[src/rtl/snoop_pkg.sv]
package snoop_pkg;
  localparam int PORT_W  = 16;
  localparam int DATA_W  = 8;
  localparam int REG_AW  = 5;
  localparam int DW_SPAN = 4;

  localparam logic [REG_AW-1:0] OFS_PB_LO = 5'h02;
  localparam logic [REG_AW-1:0] OFS_PB_HI = 5'h04;
  localparam logic [REG_AW-1:0] OFS_CTRL  = 5'h06;
  localparam logic [REG_AW-1:0] OFS_STAT  = 5'h08;
  localparam logic [REG_AW-1:0] OFS_DATA  = 5'h0A;
  localparam logic [REG_AW-1:0] OFS_MISC  = 5'h0C;
  localparam logic [REG_AW-1:0] OFS_PA_LO = 5'h10;
  localparam logic [REG_AW-1:0] OFS_PA_HI = 5'h12;

  localparam int B_EN_A   = 7;
  localparam int B_EN_B   = 6;
  localparam int B_RST_IE = 4;
  localparam int B_RDY_IE = 3;
  localparam int B_GROUP  = 2;
  localparam int B_VALID  = 7;
  localparam int B_OVF    = 5;
  localparam int B_TAG    = 0;
  localparam int B_RSTCHG = 6;

  typedef struct packed {
    logic              tag;
    logic [DATA_W-1:0] data;
  } snoop_entry_t;
endpackage

[src/rtl/snoop_match.sv]
module snoop_match
  import snoop_pkg::*;
(
  input  logic              stb,
  input  logic [PORT_W-1:0] addr,
  input  logic [PORT_W-1:0] port_a,
  input  logic [PORT_W-1:0] port_b,
  input  logic              en_a,
  input  logic              en_b,
  input  logic              group_mode,
  output logic              hit,
  output logic              tag
);
  localparam int SPAN_W = $clog2(DW_SPAN);

  logic [PORT_W-1:0] offs;
  logic              in_win;
  logic              at_last;

  assign offs    = addr - port_a;
  assign in_win  = (offs[PORT_W-1:SPAN_W] == '0);
  assign at_last = in_win && (offs[SPAN_W-1:0] == SPAN_W'(DW_SPAN - 1));

  always_comb begin
    hit = 1'b0;
    tag = 1'b0;
    if (group_mode) begin
      hit = stb && in_win;
      tag = at_last;
    end else if (en_a && (addr == port_a)) begin
      hit = stb;
      tag = 1'b0;
    end else if (en_b && (addr == port_b)) begin
      hit = stb;
      tag = 1'b1;
    end
  end
endmodule

[src/rtl/snoop_fifo.sv]
module snoop_fifo #(
  parameter int DEPTH = 16,
  parameter int WIDTH = 9
) (
  input  logic             clk,
  input  logic             rst_n,
  input  logic             push,
  input  logic             pop,
  input  logic [WIDTH-1:0] din,
  output logic [WIDTH-1:0] dout,
  output logic             empty,
  output logic             full
);
  localparam int AW = $clog2(DEPTH);
  localparam int CW = $clog2(DEPTH + 1);

  logic [WIDTH-1:0] mem [DEPTH];
  logic [AW-1:0]    wr_ptr, wr_ptr_n, rd_ptr, rd_ptr_n;
  logic [CW-1:0]    count, count_n;
  logic             do_push, do_pop;

  assign empty   = (count == '0);
  assign full    = (count == CW'(DEPTH));
  assign do_push = push && !full;
  assign do_pop  = pop && !empty;
  assign dout    = mem[rd_ptr];

  always_comb begin
    wr_ptr_n = wr_ptr;
    rd_ptr_n = rd_ptr;
    count_n  = count;
    if (do_push) wr_ptr_n = (wr_ptr == AW'(DEPTH - 1)) ? '0 : wr_ptr + 1'b1;
    if (do_pop)  rd_ptr_n = (rd_ptr == AW'(DEPTH - 1)) ? '0 : rd_ptr + 1'b1;
    if (do_push && !do_pop)      count_n = count + 1'b1;
    else if (do_pop && !do_push) count_n = count - 1'b1;
  end

  always_ff @(posedge clk or negedge rst_n) begin
    if (!rst_n) begin
      wr_ptr <= '0;
      rd_ptr <= '0;
      count  <= '0;
    end else begin
      wr_ptr <= wr_ptr_n;
      rd_ptr <= rd_ptr_n;
      count  <= count_n;
    end
  end

  always_ff @(posedge clk) begin
    if (do_push) mem[wr_ptr] <= din;
  end

  p_count_bound_r5: assert property (@(posedge clk) disable iff (!rst_n)
    count <= CW'(DEPTH));
  p_full_drops_r5: assert property (@(posedge clk) disable iff (!rst_n)
    (push && full && !pop) |=> full);
  p_count_kept_r6: assert property (@(posedge clk) disable iff (!rst_n)
    (push && pop && !full && !empty) |=> (count == $past(count)));
endmodule

[src/rtl/snoop_edge_sync.sv]
module snoop_edge_sync (
  input  logic clk,
  input  logic rst_n,
  input  logic async_in,
  output logic changed
);
  logic meta_q, sync_q, prev_q;

  always_ff @(posedge clk or negedge rst_n) begin
    if (!rst_n) begin
      meta_q <= 1'b0;
      sync_q <= 1'b0;
      prev_q <= 1'b0;
    end else begin
      meta_q <= async_in;
      sync_q <= meta_q;
      prev_q <= sync_q;
    end
  end

  assign changed = sync_q ^ prev_q;
endmodule

[src/rtl/io_post_snoop.sv]
module io_post_snoop
  import snoop_pkg::*;
#(
  parameter int FIFO_DEPTH = 16
) (
  input  logic              clk,
  input  logic              rst_n,
  input  logic              host_wr_stb,
  input  logic [PORT_W-1:0] host_port,
  input  logic [DATA_W-1:0] host_data,
  input  logic              host_rst_in,
  input  logic              reg_wr,
  input  logic              reg_rd,
  input  logic [REG_AW-1:0] reg_addr,
  input  logic [DATA_W-1:0] reg_wdata,
  output logic [DATA_W-1:0] reg_rdata,
  output logic              irq
);
  localparam int ENTRY_W = $bits(snoop_entry_t);

  logic [PORT_W-1:0] port_a_q, port_a_n, port_b_q, port_b_n;
  logic en_a_q, en_b_q, rst_ie_q, rdy_ie_q, group_q;
  logic en_a_n, en_b_n, rst_ie_n, rdy_ie_n, group_n;
  logic ovf_q, ovf_n, rstchg_q, rstchg_n;

  logic         snoop_hit, snoop_tag;
  snoop_entry_t push_entry, head_entry;
  logic         fifo_empty, fifo_full, pop_req;
  logic         stat_rd, misc_clr, rst_edge;

  snoop_match u_match (
    .stb        (host_wr_stb),
    .addr       (host_port),
    .port_a     (port_a_q),
    .port_b     (port_b_q),
    .en_a       (en_a_q),
    .en_b       (en_b_q),
    .group_mode (group_q),
    .hit        (snoop_hit),
    .tag        (snoop_tag)
  );

  assign push_entry = '{tag: snoop_tag, data: host_data};
  assign pop_req    = reg_rd && (reg_addr == OFS_DATA);
  assign stat_rd    = reg_rd && (reg_addr == OFS_STAT);
  assign misc_clr   = reg_wr && (reg_addr == OFS_MISC) && reg_wdata[B_RSTCHG];

  snoop_fifo #(.DEPTH(FIFO_DEPTH), .WIDTH(ENTRY_W)) u_fifo (
    .clk   (clk),
    .rst_n (rst_n),
    .push  (snoop_hit),
    .pop   (pop_req),
    .din   (push_entry),
    .dout  (head_entry),
    .empty (fifo_empty),
    .full  (fifo_full)
  );

  snoop_edge_sync u_rst_sync (
    .clk      (clk),
    .rst_n    (rst_n),
    .async_in (host_rst_in),
    .changed  (rst_edge)
  );

  always_comb begin
    port_a_n = port_a_q;
    port_b_n = port_b_q;
    en_a_n   = en_a_q;
    en_b_n   = en_b_q;
    rst_ie_n = rst_ie_q;
    rdy_ie_n = rdy_ie_q;
    group_n  = group_q;
    if (reg_wr) begin
      unique case (reg_addr)
        OFS_PA_LO: port_a_n[7:0]  = reg_wdata;
        OFS_PA_HI: port_a_n[15:8] = reg_wdata;
        OFS_PB_LO: port_b_n[7:0]  = reg_wdata;
        OFS_PB_HI: port_b_n[15:8] = reg_wdata;
        OFS_CTRL: begin
          en_a_n   = reg_wdata[B_EN_A];
          en_b_n   = reg_wdata[B_EN_B];
          rst_ie_n = reg_wdata[B_RST_IE];
          rdy_ie_n = reg_wdata[B_RDY_IE];
          group_n  = reg_wdata[B_GROUP];
        end
        default: ;
      endcase
    end
    ovf_n    = (snoop_hit && fifo_full) ? 1'b1 : (stat_rd ? 1'b0 : ovf_q);
    rstchg_n = rst_edge ? 1'b1 : (misc_clr ? 1'b0 : rstchg_q);
  end

  always_ff @(posedge clk or negedge rst_n) begin
    if (!rst_n) begin
      port_a_q <= '0;
      port_b_q <= '0;
      en_a_q   <= 1'b0;
      en_b_q   <= 1'b0;
      rst_ie_q <= 1'b0;
      rdy_ie_q <= 1'b0;
      group_q  <= 1'b0;
      ovf_q    <= 1'b0;
      rstchg_q <= 1'b0;
    end else begin
      port_a_q <= port_a_n;
      port_b_q <= port_b_n;
      en_a_q   <= en_a_n;
      en_b_q   <= en_b_n;
      rst_ie_q <= rst_ie_n;
      rdy_ie_q <= rdy_ie_n;
      group_q  <= group_n;
      ovf_q    <= ovf_n;
      rstchg_q <= rstchg_n;
    end
  end

  always_comb begin
    reg_rdata = '0;
    if (reg_rd) begin
      unique case (reg_addr)
        OFS_PA_LO: reg_rdata = port_a_q[7:0];
        OFS_PA_HI: reg_rdata = port_a_q[15:8];
        OFS_PB_LO: reg_rdata = port_b_q[7:0];
        OFS_PB_HI: reg_rdata = port_b_q[15:8];
        OFS_CTRL: begin
          reg_rdata[B_EN_A]   = en_a_q;
          reg_rdata[B_EN_B]   = en_b_q;
          reg_rdata[B_RST_IE] = rst_ie_q;
          reg_rdata[B_RDY_IE] = rdy_ie_q;
          reg_rdata[B_GROUP]  = group_q;
        end
        OFS_STAT: begin
          reg_rdata[B_VALID] = !fifo_empty;
          reg_rdata[B_OVF]   = ovf_q;
          reg_rdata[B_TAG]   = !fifo_empty && head_entry.tag;
        end
        OFS_DATA: reg_rdata = fifo_empty ? '0 : head_entry.data;
        OFS_MISC: reg_rdata[B_RSTCHG] = rstchg_q;
        default: ;
      endcase
    end
  end

  assign irq = (rdy_ie_q && !fifo_empty) || (rst_ie_q && rstchg_q);

  p_ovf_sticky_r5: assert property (@(posedge clk) disable iff (!rst_n)
    (ovf_q && !stat_rd) |=> ovf_q);
  p_nomatch_r3: assert property (@(posedge clk) disable iff (!rst_n)
    (fifo_empty && !snoop_hit) |=> fifo_empty);
  p_irq_quiet_r8: assert property (@(posedge clk) disable iff (!rst_n)
    (fifo_empty && !rstchg_q) |-> !irq);
  p_rstchg_hold_r9: assert property (@(posedge clk) disable iff (!rst_n)
    (rstchg_q && !misc_clr) |=> rstchg_q);
  p_group_skip_b_r7: assert property (@(posedge clk) disable iff (!rst_n)
    (group_q && snoop_hit) |-> ((host_port - port_a_q) < PORT_W'(DW_SPAN)));
endmodule

[config.mk]
export PLATFORM = sky130hd
export DESIGN_NAME = io_post_snoop
export DESIGN_NICKNAME = d
export VERILOG_FILES = /design/src/rtl/snoop_pkg.sv /design/src/rtl/snoop_match.sv /design/src/rtl/snoop_fifo.sv /design/src/rtl/snoop_edge_sync.sv /design/src/rtl/io_post_snoop.sv
export SDC_FILE = /design/constraint.sdc
export NUM_CORES = 1
export LEC_CHECK = 0
export BUFFER_PORTS_ARGS = -buffer_cell sky130_fd_sc_hd__buf_2
export CELL_PAD_IN_SITES_DETAIL_PLACEMENT = 1
export CELL_PAD_IN_SITES_GLOBAL_PLACEMENT = 2
export CORE_UTILIZATION = 44
export DETAILED_ROUTE_END_ITERATION = 10
export PLACE_DENSITY = 0.83
export SLEW_MARGIN = 20
export SYNTH_ARGS = -nofsm -noshare
export SYNTH_HDL_FRONTEND = slang
export SYNTH_SLANG_ARGS = --single-unit
[constraint.sdc]
create_clock -name clk -period 4.7 [get_ports clk]
set_input_delay 0.94 -clock clk [delete_from_list [all_inputs] [get_ports clk]]
set_output_delay 0.94 -clock clk [all_outputs]
set_load 0.01 [all_outputs]
==> impl_metrics.toml <==
[pwr]
finalPower_mw = 5.14
power.density_mw_per_mm2 = 439
leakagePower_nw = 4.43
irDropWorstVdd_mv = 0.285

[final_layout]
diodes = 0
final_cells = 1123
multi_input_area_mm2 = 0.00386
seqCellArea_mm2 = 0.00570
drive_above_1_share = 0.302
fill_cells = 2190
final_cell_mix = "edfxtp_1, buf_4, dfrtp_1"
finalNetCount = 899
final_common_cell = "edfxtp_1"
syn2layout_area_growth_pct = 20.1
final_cell_area_mm2 = 0.0117
post-route-util = 0.538

[setup_path]
reg2reg_slack_ns = 0.37
reg2regPathDepth = 18
r2r-start = "port_a_q[0]"
r2r-end = "u_fifo.count[4]"
cp.required_ns = 5.02
critPathLaunchType = "primary input"
crit_arrival_ns = 4.83
endpoint_kind = "register"
path_max_fanout = 4
crit_start = "host_port[0]"
worst-setup-path-type = "in -> reg"

[route]
wl_mm = 28.8
drt_iter0_drc = 509
firstDrtPassIters = 6
num_vias = 6761
detail-route-antenna-nets = 0
post_drt_via_cell_ratio = 6.02
drc_errors = 0
wl_per_cell_um = 25.6

[run]
maxCapViolCount = 0

[clocking]
ctsHoldBuffers = 0
clk_pin_slew_ns = 0.07
clock-root-buffer = "clkbuf_16"
cts_sinks = 199
cts_tree = "yes"
insertion_delay_ns = 0.44
htreeDepth = 4
cts_buffers = 17
clockBufferDepth = 2

[yosys]
yosys.area.top_type = "edfxtp_1"
synth-edff-count = 144
ys_seq_area_frac = 0.585
syn_nets = 774
synth_area_leaders = "edfxtp_1, dfrtp_1, mux4_2, mux2_2, mux2i_1"
netlist_area_mm2 = 0.00975
synth_seq_cells = 199
avgSynthCellArea_um2 = 13.8
syn_inst = 705
synthFlopType = "edfxtp_1"
ys_types = 71
synth_top_area_frac = 0.443
ys_async_sr_fraction = 0.276
yosysWarnings = 0

[sta]
min_period_over_period = 0.961
worstMarginPinSlew_ns = 0.869
skew_ns = 0.0127
fmaxAchievable_ghz = 0.221
relSlewSlack = 0.418
finalCriticalPeriod_ns = 4.52
hold_violations = 0
setup_viol = 0
rsz0062_at_grt = "false"
finalMaxSlewViolations = 0

[placement]
dp_hpwl_mm = 20.4
io_buffers = 51
placed_cell_area_mm2 = 0.0111
post-place-cells = 1090
place_congestion = 0.898

[grt]
first_global_vias = 7151
overflow = 0
grt_pass1_wl_mm = 43.5
antenna_found_initial = 0
grt.total_usage = 0.266
grt_max_degree = 56

[floorplan]
die_area_mm2 = 0.0228
io_pins = 52
initial_core_util = 0.448
rows = 54
die_w_um = 151
core_mm2 = 0.0218
die_h_um = 151

[run_status]
outcome = "completed"

[worst_hold_path]
hold_path.startpoint = "u_rst_sync.meta_q"
hp-class = "reg -> reg"
min_path_cells = 0
holdPathEnd = "u_rst_sync.sync_q"
[stage by stage]
stage	hold slack, ns	setup TNS (ns)	setup WS [ns]
2_1_floorplan	0.331	0	0.000851
3_3_place_gp	0.336	-0.427	-0.270
3_5_place_dp	0.343	-0.561	-0.326
4_1_cts	0.360	0	0.0722
5_1_grt	0.374	0	0.0131
6_report	0.355	0	0.182
[cell usage after synthesis, types with 3 or more instances]
master	instances
edfxtp_1	144
dfrtp_1	55
nand2_1	44
mux2_2	39
mux2i_1	32
a21oi_1	27
mux4_2	27
inv_1	25
ha_1	24
o21ai_0	21
and3_1	20
xnor2_1	20
nor2_1	18
nand4_1	15
buf_2	12
clkbuf_1	10
nand3_1	10
a221oi_1	9
a22oi_1	9
nand2b_1	9
xor2_1	9
a21o_1	8
o221ai_1	8
a211oi_1	7
nor3_1	7
o22ai_1	7
a31oi_1	6
and2_1	6
a211o_1	5
nor2b_1	5
nor4_1	5
nor3b_1	4
buf_1	3
buf_4	3
nand3b_1	3
o211ai_1	3
[power by group]
part	internal (mW)	leakage, nW	switching (mW)	total (mW)
combinational	0.708	2.12	0.756	1.46
sequential	2.02	2.03	0.165	2.18
clock	0.766	0.290	0.726	1.49
total	3.49	4.43	1.65	5.14
[logic make-up after synthesis]
family	after synthesis	synth area share
AO/OA/AOI/OAI	137	0.101
XOR/XNOR	29	0.0260
adder cells (fa/ha/maj)	26	0.0349
buffers and inverters	55	0.0246
flip-flops	199	0.585
multiplexers	100	0.143
AND/OR/NAND/NOR	159	0.0867
[flip-flops by register name, summed over array words and instances (netlist names), 4 cells and up]
register,cells
u_fifo.mem,144
u_fifo.rd_ptr,4
u_fifo.count,5
u_fifo.wr_ptr,4
port_b_q,16
port_a_q,16
[per-layer routing]
| layer | global-route usage | wire [um] |
|---|---|---|
| met5 | 0 | 0 |
| met4 | 0.0985 | 789 |
| met3 | 0.0440 | 1310 |
| met2 | 0.434 | 14300 |
| met1 | 0.357 | 12400 |
[final cells by class]
class | instances | area share
Clock buffer | 17 | 0.0363
Clock inverter | 15 | 0.0148
Inverter | 26 | 0.00833
Multi-Input combinational cell | 451 | 0.330
Sequential cell | 199 | 0.487
Tap cell | 280 | 0.0299
Timing Repair Buffer | 135 | 0.0943
[critical path, cell delays in order]
cell and delay (ns):
buf_6 0.10, inv_2 0.06, ha_4 0.13, inv_2 0.04
fa_2 0.39, a21o_1 0.21, a221oi_4 0.30, nand2b_4 0.18
nand3b_1 0.06, or4_1 0.41, o41a_1 0.50, nor2_2 0.17
ha_2 0.20, inv_2 0.06, fa_2 0.35, a21o_1 0.20
a21oi_2 0.14, xnor2_1 0.13, nor2_1 0.08, xor2_1 0.17
[timing repair]
item                       CTS  global route
setup buffers                0             1
hold endpoints to repair     0             0
setup endpoints to repair    0             2
resized for setup            0             9
[how the worst max path moves through the flow]
| stage | endpoint | slack (ns) |
|---|---|---|
| after floorplan | u_fifo.count[4] | 0.0009 |
| after global placement | u_fifo.count[4] | -0.27 |
| after detailed placement | u_fifo.count[4] | -0.33 |
| after CTS | u_fifo.count[4] | 0.07 |
| after global routing | u_fifo.count[4] | 0.01 |
| final | u_fifo.count[4] | 0.18 |
Note: power is estimated with default switching activity, not from simulation.
